## config.mk

```make
export PLATFORM = sky130hd
export DESIGN_NAME = bcd_calendar_clock
export DESIGN_NICKNAME = d
export VERILOG_FILES = /design/src/rtl/cal_pkg.sv /design/src/rtl/cal_prescaler.sv /design/src/rtl/cal_sexa_counter.sv /design/src/rtl/cal_time_of_day.sv /design/src/rtl/cal_date.sv /design/src/rtl/bcd_calendar_clock.sv
export SDC_FILE = /design/constraint.sdc
export NUM_CORES = 1
export LEC_CHECK = 0
export ABC_AREA = 0
export BUFFER_PORTS_ARGS = -buffer_cell sky130_fd_sc_hd__buf_4
export CORE_MARGIN = 2
export CORE_UTILIZATION = 59
export CTS_BUF_LIST = sky130_fd_sc_hd__clkbuf_8
export CTS_CLUSTER_SIZE = 12
export DETAILED_ROUTE_END_ITERATION = 8
export PLACE_DENSITY = 0.83
export SLEW_MARGIN = 20
export SYNTH_ARGS = -nofsm -noshare
export SYNTH_HDL_FRONTEND = slang
export SYNTH_SLANG_ARGS = --single-unit
```

## constraint.sdc

```tcl
create_clock -name clk -period 3.6 [get_ports clk]
set_clock_uncertainty 0.05 [all_clocks]
set_input_delay 0.36 -clock clk [delete_from_list [all_inputs] [get_ports clk]]
set_output_delay 0.36 -clock clk [all_outputs]
set_load 0.01 [all_outputs]
```

## src/rtl/cal_pkg.sv

```systemverilog
// Shared field codes and BCD helpers for the calendar clock.
// Assumes all operands are packed BCD bytes.
package cal_pkg;

    // Field selector codes on the write port
    typedef enum logic [2:0] {
        FLD_SEC   = 3'd0,
        FLD_MIN   = 3'd1,
        FLD_HOUR  = 3'd2,
        FLD_WDAY  = 3'd3,
        FLD_DATE  = 3'd4,
        FLD_MONTH = 3'd5,
        FLD_YEAR  = 3'd6
    } field_e;

    // Increment a packed BCD byte by one (no range wrap)
    function automatic logic [7:0] bcd_step(input logic [7:0] v);
        if (v[3:0] >= 4'd9)
            return {v[7:4] + 4'd1, 4'd0};
        else
            return {v[7:4], v[3:0] + 4'd1};
    endfunction

    // Last BCD date of a month; leap test uses (2*tens + units) mod 4
    function automatic logic [5:0] month_days(input logic [4:0] mon,
                                              input logic       tens_lsb,
                                              input logic [1:0] units_lo);
        logic [1:0] rem4;
        rem4 = {tens_lsb, 1'b0} + units_lo;
        case (mon)
            5'h02:                      return (rem4 == 2'd0) ? 6'h29 : 6'h28;
            5'h04, 5'h06, 5'h09, 5'h11: return 6'h30;
            default:                    return 6'h31;
        endcase
    endfunction

endpackage

```

## src/rtl/cal_prescaler.sv

```systemverilog
// Sub-second divider: counts clock-enable pulses while running and
// emits a one-cycle second strobe when it wraps. Clear has priority.
// Assumes tick_i is a single-cycle enable.
module cal_prescaler #(
    parameter int W = 15
) (
    input  logic clk,
    input  logic rst_n,
    input  logic tick_i,
    input  logic run_i,
    input  logic clear_i,
    output logic sec_tick_o,
    output logic phase_o
);
    localparam logic [W-1:0] LAST = {W{1'b1}};

    logic [W-1:0] cnt_q;

    // Divider count: reset/clear to zero, advance on enabled ticks
    always_ff @(posedge clk) begin
        if (!rst_n)
            cnt_q <= '0;
        else if (clear_i)
            cnt_q <= '0;
        else if (tick_i && run_i)
            cnt_q <= cnt_q + 1'b1;
    end

    // Second strobe on the wrapping tick, phase is the count MSB
    always_comb begin
        sec_tick_o = tick_i && run_i && !clear_i && (cnt_q == LAST);
        phase_o    = cnt_q[W-1];
    end
endmodule

```

## src/rtl/cal_sexa_counter.sv

```systemverilog
// Loadable BCD counter 00..59 used for seconds and minutes.
// Values at or above 59 wrap to 00 so illegal loads cannot lock it.
module cal_sexa_counter (
    input  logic       clk,
    input  logic       rst_n,
    input  logic       inc_i,
    input  logic       load_i,
    input  logic [6:0] load_val_i,
    output logic [6:0] val_o,
    output logic       at_end_o
);
    import cal_pkg::*;

    logic [6:0] val_q;

    // Counter register: load wins over increment
    always_ff @(posedge clk) begin
        if (!rst_n)
            val_q <= 7'h00;
        else if (load_i)
            val_q <= load_val_i;
        else if (inc_i)
            val_q <= at_end_o ? 7'h00 : 7'(bcd_step(8'(val_q)));
    end

    // End-of-range flag drives the carry to the next field
    always_comb begin
        at_end_o = (val_q >= 7'h59);
        val_o    = val_q;
    end
endmodule

```

## src/rtl/cal_time_of_day.sv

```systemverilog
// Seconds, minutes and hours with 12/24-hour hour encoding.
// Produces a day-advance strobe at midnight in either mode.
module cal_time_of_day (
    input  logic       clk,
    input  logic       rst_n,
    input  logic       step_i,
    input  logic       wr_en_i,
    input  logic [2:0] wr_field_i,
    input  logic [6:0] wr_data_i,
    output logic [7:0] sec_o,
    output logic [7:0] min_o,
    output logic [7:0] hour_o,
    output logic       day_adv_o
);
    import cal_pkg::*;

    localparam int NSEXA = 2;

    logic [NSEXA-1:0] sx_inc, sx_load, sx_end;
    logic [6:0]       sx_val [NSEXA];
    logic [6:0]       hr_q, hr_n;
    logic             hour_adv, hour_end;

    // Seconds (index 0) and minutes (index 1) share one counter type
    for (genvar i = 0; i < NSEXA; i++) begin : g_sexa
        localparam field_e FLD = (i == 0) ? FLD_SEC : FLD_MIN;
        if (i == 0) begin : g_first
            assign sx_inc[i] = step_i;
        end else begin : g_next
            assign sx_inc[i] = step_i && (&sx_end[i-1:0]);
        end
        assign sx_load[i] = wr_en_i && (wr_field_i == FLD);
        cal_sexa_counter u_cnt (
            .clk       (clk),
            .rst_n     (rst_n),
            .inc_i     (sx_inc[i]),
            .load_i    (sx_load[i]),
            .load_val_i(wr_data_i),
            .val_o     (sx_val[i]),
            .at_end_o  (sx_end[i])
        );
    end

    // Next hour value in the current mode and the midnight condition
    always_comb begin
        hour_adv = step_i && (&sx_end);
        hr_n     = hr_q;
        if (hr_q[6]) begin
            if (hr_q[4:0] >= 5'h12)
                hr_n = {hr_q[6:5], 5'h01};
            else if (hr_q[4:0] == 5'h11)
                hr_n = {1'b1, ~hr_q[5], 5'h12};
            else
                hr_n = {hr_q[6:5], 5'(bcd_step(8'(hr_q[4:0])))};
            hour_end = hr_q[5] && (hr_q[4:0] == 5'h11);
        end else begin
            if (hr_q[5:0] >= 6'h23)
                hr_n = 7'h00;
            else
                hr_n = {1'b0, 6'(bcd_step(8'(hr_q[5:0])))};
            hour_end = (hr_q[5:0] >= 6'h23);
        end
        day_adv_o = hour_adv && hour_end;
    end

    // Hours register: write wins over advance
    always_ff @(posedge clk) begin
        if (!rst_n)
            hr_q <= 7'h00;
        else if (wr_en_i && (wr_field_i == FLD_HOUR))
            hr_q <= wr_data_i;
        else if (hour_adv)
            hr_q <= hr_n;
    end

    // Zero-extended output bytes
    always_comb begin
        sec_o  = {1'b0, sx_val[0]};
        min_o  = {1'b0, sx_val[1]};
        hour_o = {1'b0, hr_q};
    end
endmodule

```

## src/rtl/cal_date.sv

```systemverilog
// Day of week, date, month with century flag, and year.
// Advances on the day strobe; month length and leap years from cal_pkg.
module cal_date (
    input  logic       clk,
    input  logic       rst_n,
    input  logic       day_i,
    input  logic       wr_en_i,
    input  logic [2:0] wr_field_i,
    input  logic [7:0] wr_data_i,
    output logic [7:0] wday_o,
    output logic [7:0] date_o,
    output logic [7:0] month_o,
    output logic [7:0] year_o
);
    import cal_pkg::*;

    logic [2:0] wday_q;
    logic [5:0] date_q;
    logic [4:0] mon_q;
    logic       cent_q;
    logic [7:0] year_q;
    logic       date_end, mon_adv, mon_end, year_adv, year_end;

    // Carry chain through date, month and year
    always_comb begin
        date_end = (date_q >= month_days(mon_q, year_q[4], year_q[1:0]));
        mon_adv  = day_i && date_end;
        mon_end  = (mon_q >= 5'h12);
        year_adv = mon_adv && mon_end;
        year_end = (year_q >= 8'h99);
    end

    // Day of week 1..7
    always_ff @(posedge clk) begin
        if (!rst_n)
            wday_q <= 3'd1;
        else if (wr_en_i && (wr_field_i == FLD_WDAY))
            wday_q <= wr_data_i[2:0];
        else if (day_i)
            wday_q <= (wday_q >= 3'd7) ? 3'd1 : wday_q + 3'd1;
    end

    // Date of month
    always_ff @(posedge clk) begin
        if (!rst_n)
            date_q <= 6'h01;
        else if (wr_en_i && (wr_field_i == FLD_DATE))
            date_q <= wr_data_i[5:0];
        else if (day_i)
            date_q <= date_end ? 6'h01 : 6'(bcd_step(8'(date_q)));
    end

    // Month and century flag
    always_ff @(posedge clk) begin
        if (!rst_n) begin
            mon_q  <= 5'h01;
            cent_q <= 1'b0;
        end else if (wr_en_i && (wr_field_i == FLD_MONTH)) begin
            mon_q  <= wr_data_i[4:0];
            cent_q <= wr_data_i[7];
        end else begin
            if (mon_adv)
                mon_q <= mon_end ? 5'h01 : 5'(bcd_step(8'(mon_q)));
            if (year_adv && year_end)
                cent_q <= ~cent_q;
        end
    end

    // Two-digit year
    always_ff @(posedge clk) begin
        if (!rst_n)
            year_q <= 8'h00;
        else if (wr_en_i && (wr_field_i == FLD_YEAR))
            year_q <= wr_data_i;
        else if (year_adv)
            year_q <= year_end ? 8'h00 : bcd_step(year_q);
    end

    // Zero-extended output bytes
    always_comb begin
        wday_o  = {5'd0, wday_q};
        date_o  = {2'd0, date_q};
        month_o = {cent_q, 2'b00, mon_q};
        year_o  = year_q;
    end
endmodule

```

## src/rtl/bcd_calendar_clock.sv

```systemverilog
// Top level: prescaler, time-of-day and date chains, and the write port.
// A seconds write clears the prescaler; halt stops the divider.
module bcd_calendar_clock #(
    parameter int PRESC_W = 15
) (
    input  logic       clk,
    input  logic       rst_n,
    input  logic       osc_tick_i,
    input  logic       osc_halt_i,
    input  logic       wr_en_i,
    input  logic [2:0] wr_field_i,
    input  logic [7:0] wr_data_i,
    output logic [7:0] sec_o,
    output logic [7:0] min_o,
    output logic [7:0] hour_o,
    output logic [7:0] wday_o,
    output logic [7:0] date_o,
    output logic [7:0] month_o,
    output logic [7:0] year_o,
    output logic       half_sec_o
);
    import cal_pkg::*;

    logic sec_tick, day_adv, sec_clear;

    // Seconds write restarts the sub-second chain
    always_comb sec_clear = wr_en_i && (wr_field_i == FLD_SEC);

    cal_prescaler #(.W(PRESC_W)) u_presc (
        .clk       (clk),
        .rst_n     (rst_n),
        .tick_i    (osc_tick_i),
        .run_i     (!osc_halt_i),
        .clear_i   (sec_clear),
        .sec_tick_o(sec_tick),
        .phase_o   (half_sec_o)
    );

    cal_time_of_day u_tod (
        .clk       (clk),
        .rst_n     (rst_n),
        .step_i    (sec_tick),
        .wr_en_i   (wr_en_i),
        .wr_field_i(wr_field_i),
        .wr_data_i (wr_data_i[6:0]),
        .sec_o     (sec_o),
        .min_o     (min_o),
        .hour_o    (hour_o),
        .day_adv_o (day_adv)
    );

    cal_date u_date (
        .clk       (clk),
        .rst_n     (rst_n),
        .day_i     (day_adv),
        .wr_en_i   (wr_en_i),
        .wr_field_i(wr_field_i),
        .wr_data_i (wr_data_i),
        .wday_o    (wday_o),
        .date_o    (date_o),
        .month_o   (month_o),
        .year_o    (year_o)
    );
endmodule


```

==> metrics.yaml, run 1 <==
logic_synthesis:
  synth.distinct_cells: 76
  synth_largest_area_cell: "dfxtp_1"
  async_flop_share_pct: 0
  synth-edff-count: 0
  synth_area_per_cell_um2: 8.114
  post_synth_most_frequent_cells: "dfxtp_1, nor2_1, nand2_1"
  yosysWarningCount: 0
  yosys.area.top_type_share_pct: 27.57
  yosys_register_bits: 59
  dominant_combinational_cell_family_by_area_after_synthesis: "simple AND/OR/NAND/NOR gates"
  synth_most_common_cell: "dfxtp_1"
  synth_compound_area_share_pct: 22.96
  synth_fa_ha_area_share_pct: 10.22
  synth_cells: 528
  ys_dominant_reg_cell: "dfxtp_1"
  synthSimpleGateAreaFrac_pct: 26.93
  sequential_cell_area_fraction_in_the_yosys_report_pct: 27.57
  netlist_top_cells_area: "dfxtp_1, ha_1, a21oi_1"
  netlist_area_um2: 4284
  post_synth_xor_area_fraction_pct: 3.475
  synthMuxAreaShare_pct: 1.957
run_status:
  outcome: "finished clean"
detailed_routing:
  route.detailed.drc: 0
  vias: 4176
  drt_iter0_markers: 211
  vias_per_cell: 6.079
  total_routed_length_um: 11140
  routed_wl_per_cell_um: 16.22
  drtAntennaViolNets: 0
  first_pass_iters: 5
cts:
  cts.clk_slew.worst_paths_ns: 0.07
  numClockSinks: 59
  clockBufferDepth: 2
  clk_latency_ns: 0.34
  cts-htree-levels: 3
  tritoncts.num_buffers: 9
  post_cts_buffers: 0
  tritoncts: "yes"
  clockRootBuffer: "clkbuf_8"
sta:
  timing_worst_slew_pin_value_ns: 0.6819
  setup_viol_count_final: 0
  slew_violations: 0
  report.final.hold_viol_count: 0
  fin_setup_tns_ns: 0
  period_minus_slack_ns: 3.290
  final_critical_path_setup_slack_ns: 0.3096
  max-slew-margin-rel_pct: 53.90
  max_clock_freq_mhz: 303.9
  min_period_over_period_pct: 91.40
  grt_setup_unrepaired: "no"
global_routing:
  global_route.overflow_total: 0
  grt_start_max_net_pins: 35
  global_route.usage.total_pct: 27.68
  grt_pass1_wl_um: 17310
  antenna_violations_before_repair: 0
  first_global_vias: 3660
worst_setup_path:
  worst_ep_required_time_ns: 3.84
  setup.worst_path.class: "reg -> reg"
  cp_slowest_stage_delay_ns: 0.53
  critical_path.endpoint_type: "flip-flop"
  critical_path_top_delay_cell: "or4b_1"
  setup.worst_path.start_class: "flip-flop"
  worstPathCellList: "inv_1 -> ha_1 -> nor4b_2 -> o21ai_0 -> o211a_1 -> ha_1 -> or4b_1 -> a22oi_1 -> nand2_1 -> nor3_1 -> nand4b_1 -> nand3_1"
  critPathArrivalTime_ns: 3.53
  cp_max_fo: 6
  crit_top_cell: "ha_1"
run:
  max-cap-violations: 0
floorplanning:
  number_of_ports_placed_on_the_die_boundary: 73
  chipWidth_um: 89.21
  initial_utilization_pct: 60.03
  floorplan.rows: 31
  floorplan.core_area_um2: 7137
  die_y_um: 89.21
  dieArea_um2: 7958
placed_design:
  instance_area_after_placement_um2: 4751
  numPlacedInstances: 671
  dp.final_hpwl_um: 8035
  numPortBuffers: 60
  globalplace.congestion: 0.8730
  dp_slack_ns: 0.2787
finish:
  multi_input_comb_area_um2: 2859
  num-nets-final: 634
  drive_above_1_share_pct: 17.69
  num_antenna_cells: 0
  finish.cell_count_without_fillers: 687
  fillCellCount: 608
  final_design_area_no_fill_um2: 4981
  syn_to_final_growth_pct: 16.27
  register_area_um2: 1181
power_and_ir_drop:
  leakagePower_uw: 0.002052
  worst_ir_drop_vdd_uv: 288.9
  power.density_nw_per_um2: 312.5
worst_hold_path:
  min_path_type: "in -> reg"
-- critical path: cells and delay by family (launching register included) --
| family | cells | cell delay [ns] |
|---|---|---|
| adder cells (fa/ha/maj) | 2 | 0.47 |
| buffers and inverters | 1 | 0.15 |
| AO/OA/AOI/OAI | 3 | 0.66 |
| AND/OR/NAND/NOR | 6 | 1.54 |
| flip-flops | 1 | 0.37 |
-- cell families (layout without fill, tap and decap cells) --
| family | after synthesis | after routing |
|---|---|---|
| AO/OA/AOI/OAI | 145 | 145 |
| XOR/XNOR | 17 | 17 |
| adder cells (fa/ha/maj) | 35 | 35 |
| buffers and inverters | 61 | 110 |
| flip-flops | 59 | 59 |
| multiplexers | 8 | 8 |
| other | 1 | 12 |
| AND/OR/NAND/NOR | 202 | 202 |
-- path summary, 6_finish.rpt --
kind / start / to / slack (ns) / cells after the start
max: u_date.mon_q[0] / u_date.date_q[2] / 0.31 / 12
min: wr_data_i[6] / u_tod.hr_q[6] / 0.26 / 3
max reg2reg: u_date.mon_q[0] / u_date.date_q[2] / 0.31 / 12
min reg2reg: u_presc.cnt_q[12] / u_presc.cnt_q[12] / 0.46 / 2
-- sequential cells by signal, summed over array words and instances (netlist names) --
signal,flops
u_date.cent_q,1
u_date.date_q,6
u_tod.g_sexa.u_cnt.val_o,14
u_date.mon_q,5
u_date.year_o,8
u_date.wday_q,3
u_presc.cnt_q,15
u_tod.hr_q,7
-- report_power, final --
group | leakage [uW] | switching [uW] | internal, uW
Combinational | 0.00147 | 98.6 | 70.6
Sequential | 0.000478 | 28.0 | 668
Clock | 0.000102 | 297 | 394
Total | 0.00205 | 424 | 1130
-- repair_timing --
item,in CTS,in global routing
hold buffers,0,0
resized for setup,0,1
setup endpoints to repair,0,5
-- layer usage --
layer | GRT usage (%) | share of wire, % | vias to the layer above
met5 | 0 | 0 | -
met4 | 11.13 | 1.6 | 0
met3 | 5.171 | 6.4 | 13
met2 | 47.07 | 49 | 152
met1 | 34.50 | 43 | 1973
li1 | - | - | 2038
-- layout by cell type (no fill, tap or decap), types with 11 or more instances in the layout --
master and count:
nor2_1 47, inv_1 29, buf_4 64, nand3_1 30, o21ai_0 30, a31oi_1 11
nor3_1 13, conb_1 12, nand2_1 41, ha_1 35, a21oi_1 40, dfxtp_1 59
-- metrics by stage --
stage	hold WS [ns]	util, %	total power, uW
after floorplan	0.4222	-	814.8
after global placement	0.4418	66.57	871.5
after detailed placement	0.4490	66.57	877.0
after CTS	0.2501	69.71	1561
after global routing	0.2650	69.79	1614
final	0.2616	69.79	1556
-- area by class of cell --
class | count | share of cell area (%)
Timing Repair Buffer | 64 | 9.646
Sequential cell | 59 | 23.71
Clock inverter | 7 | 2.010
Tap cell | 99 | 2.487
Multi-Input combinational cell | 419 | 57.40
Inverter | 30 | 2.261
Clock buffer | 9 | 2.487
Power figures use the tool's default switching activity.
==> run 2, diff against run 1 <==
--- a/config.mk
+++ b/config.mk
@@ -6,7 +6,7 @@
 export NUM_CORES = 1
 export LEC_CHECK = 0
 export ABC_AREA = 0
-export BUFFER_PORTS_ARGS = -buffer_cell sky130_fd_sc_hd__buf_4
+export BUFFER_PORTS_ARGS = -buffer_cell sky130_fd_sc_hd__buf_2
 export CORE_MARGIN = 2
 export CORE_UTILIZATION = 59
 export CTS_BUF_LIST = sky130_fd_sc_hd__clkbuf_8
@@ -17,3 +17,4 @@
 export SYNTH_ARGS = -nofsm -noshare
 export SYNTH_HDL_FRONTEND = slang
 export SYNTH_SLANG_ARGS = --single-unit
+export TNS_END_PERCENT = 10
==> run 2 against run 1 <==
Net effect: critical path depth did not move; largest cell class unchanged; sequential share of layout area up 0.58 points; clock power increased by 8.8%; maximum frequency fell by 0.58%; wire length is 1.1% higher; critical endpoint is now u_date.year_o[0]; via count rose by 2.7%; final cell count is 0.29% higher; sequential power about the same.
==> metrics.yaml, run 2 (synthesis gave the netlist of run 1 again) <==
detailed_routing:
  drtAntennaViolNets: 0
  route.detailed.drc: 0
  first_pass_iters: 5
  drt_iter0_markers: 329
  routed_wl_per_cell_um: 16.35
  vias: 4289
  vias_per_cell: 6.225
  total_routed_length_um: 11270
floorplanning:
  number_of_ports_placed_on_the_die_boundary: 73
  dieArea_um2: 7958
  die_y_um: 89.21
  chipWidth_um: 89.21
  initial_utilization_pct: 60.03
  floorplan.rows: 31
  floorplan.core_area_um2: 7137
worst_setup_path:
  setup.worst_path.class: "reg -> reg"
  worst-path-buf-inv: 1
  worstPathCellList: "inv_1 -> ha_1 -> nor4b_2 -> o21ai_0 -> o211a_1 -> ha_1 -> or4b_1 -> a22o_1 -> nand4_1 -> nor2_1 -> or3_1 -> a31oi_1"
  cp_slowest_stage_delay_ns: 0.52
  reg2reg_from: "u_date.mon_q[0]"
  r2r_slack_ns: 0.29
  worst_ep_required_time_ns: 3.83
  path_delay_family: "simple AND/OR/NAND/NOR gates"
  cp_max_fo: 6
  setup.worst_path.start_class: "flip-flop"
  crit_top_cell: "ha_1"
  critical_path_top_delay_cell: "or4b_1"
  worst_r2r_path_depth: 12
  r2r-end: "u_date.year_o[0]"
  critPathArrivalTime_ns: 3.54
  critical_path.endpoint_type: "flip-flop"
finish:
  drive_above_1_share_pct: 17.97
  num-nets-final: 636
  registers.top_by_ff_count: "u_presc.cnt_q"
  mostFrequentLayoutCell: "buf_2"
  mostFrequentLayoutCells: "buf_2, dfxtp_1, nor2_1"
  largest_register_ffs: 15
  syn_to_final_growth_pct: 13.49
  final_design_area_no_fill_um2: 4862
  fillCellCount: 616
  num_antenna_cells: 0
sta:
  fin_setup_tns_ns: 0
  hold_slack_ns: 0.2614
  min_period_over_period_pct: 91.94
  max_clock_freq_mhz: 302.1
  setup_viol_count_final: 0
  max-slew-margin-rel_pct: 50.48
  report.final.hold_viol_count: 0
  final_critical_path_setup_slack_ns: 0.2903
  period_minus_slack_ns: 3.310
  timing_worst_slew_pin_value_ns: 0.7401
  grt_setup_unrepaired: "no"
  slew_violations: 0
cts:
  tritoncts: "yes"
  clockRootBuffer: "clkbuf_8"
  numClockSinks: 59
  clk_latency_ns: 0.35
  cts-htree-levels: 3
  clockBufferDepth: 2
  tritoncts.num_buffers: 9
  count_of_hold_buffers_inserted_by_post_cts_repair: 0
  post_cts_buffers: 0
  cts.clk_slew.worst_paths_ns: 0.07
worst_hold_path:
  worstHoldEndpoint: "u_date.year_o[7]"
  whs_path_depth: 3
  hp-start: "wr_data_i[7]"
  min_path_type: "in -> reg"
placed_design:
  globalplace.congestion: 0.9116
  instance_area_after_placement_um2: 4616
  dp_slack_ns: 0.2081
  dp.final_hpwl_um: 8088
  numPortBuffers: 60
global_routing:
  global_route.usage.total_pct: 28.57
  grt_pass1_wl_um: 17710
  first_global_vias: 3677
  antenna_violations_before_repair: 0
  grt_start_max_net_pins: 34
  global_route.overflow_total: 0
run:
  max-cap-violations: 0
run_status:
  outcome: "finished clean"
power_and_ir_drop:
  design_power_total_uw: 1605
  leakagePower_uw: 0.002062
  power.density_nw_per_um2: 330.0
  worst_ir_drop_vdd_uv: 195.6
==> run 2: cell types whose count changed in the layout (fill, tap and decap cells not counted) <==
cell        change
buf_2          +60
buf_4          -58
bufinv_16       +1
clkinv_2        +2
clkinv_4        +1
clkinvlp_4      -2
inv_6           -2
==> run 2: report_power, final <==
| part | switching, uW | internal, uW |
|---|---|---|
| Clock | 293 | 458 |
| Combinational | 98.8 | 58.9 |
| Sequential | 27.1 | 668 |
==> run 2: worst max-delay path by stage <==
stage | cells past startpoint | end | from
after CTS | 12 | u_date.year_o[0] | u_date.mon_q[0]
after global placement | 12 | u_date.year_o[0] | u_date.mon_q[0]
after detailed placement | 12 | u_date.year_o[0] | u_date.mon_q[0]
after global routing | 12 | u_date.date_q[5] | u_date.mon_q[0]
after floorplan | 12 | u_date.year_o[0] | u_date.mon_q[0]
final | 12 | u_date.year_o[0] | u_date.mon_q[0]
==> run 2: area by class of cell <==
cell class	count	area, um2	area share, %
Timing Repair Buffer	66	345.3	7.102
Tap cell	99	123.9	2.548
Clock inverter	7	116.4	2.393
Multi-Input combinational cell	419	2859	58.80
Clock buffer	9	123.9	2.548
Sequential cell	59	1181	24.29
Inverter	30	112.6	2.316
==> run 2: repair_timing <==
item,4_1_cts,5_1_grt
gates resized for setup,0,1
hold endpoints to repair,0,0
endpoints found under the setup margin,0,4
==> run 2: metal layers <==
metal	track usage, %	share of wire, %	vias up
met5	0	0	-
met4	13.70	3.6	0
met3	5.540	7.8	44
met2	47.07	47	201
met1	35.82	42	2007
li1	-	-	2037
==> run 2: worst reg2reg max path, stage by stage, from the launching register on <==
cell and delay [ns]:
dfxtp_1 0.36, inv_1 0.15, ha_1 0.21, nor4b_2 0.27
o21ai_0 0.16, o211a_1 0.13, ha_1 0.26, or4b_1 0.52
a22o_1 0.26, nand4_1 0.26, nor2_1 0.17, or3_1 0.32
a31oi_1 0.12
==> run 2: through the flow <==
step                      cells  utilization (%)
after floorplan             539                -
after global placement      673            64.67
after detailed placement    673            64.67
after CTS                   689            68.04
after global routing        689            68.13
final                       689            68.13
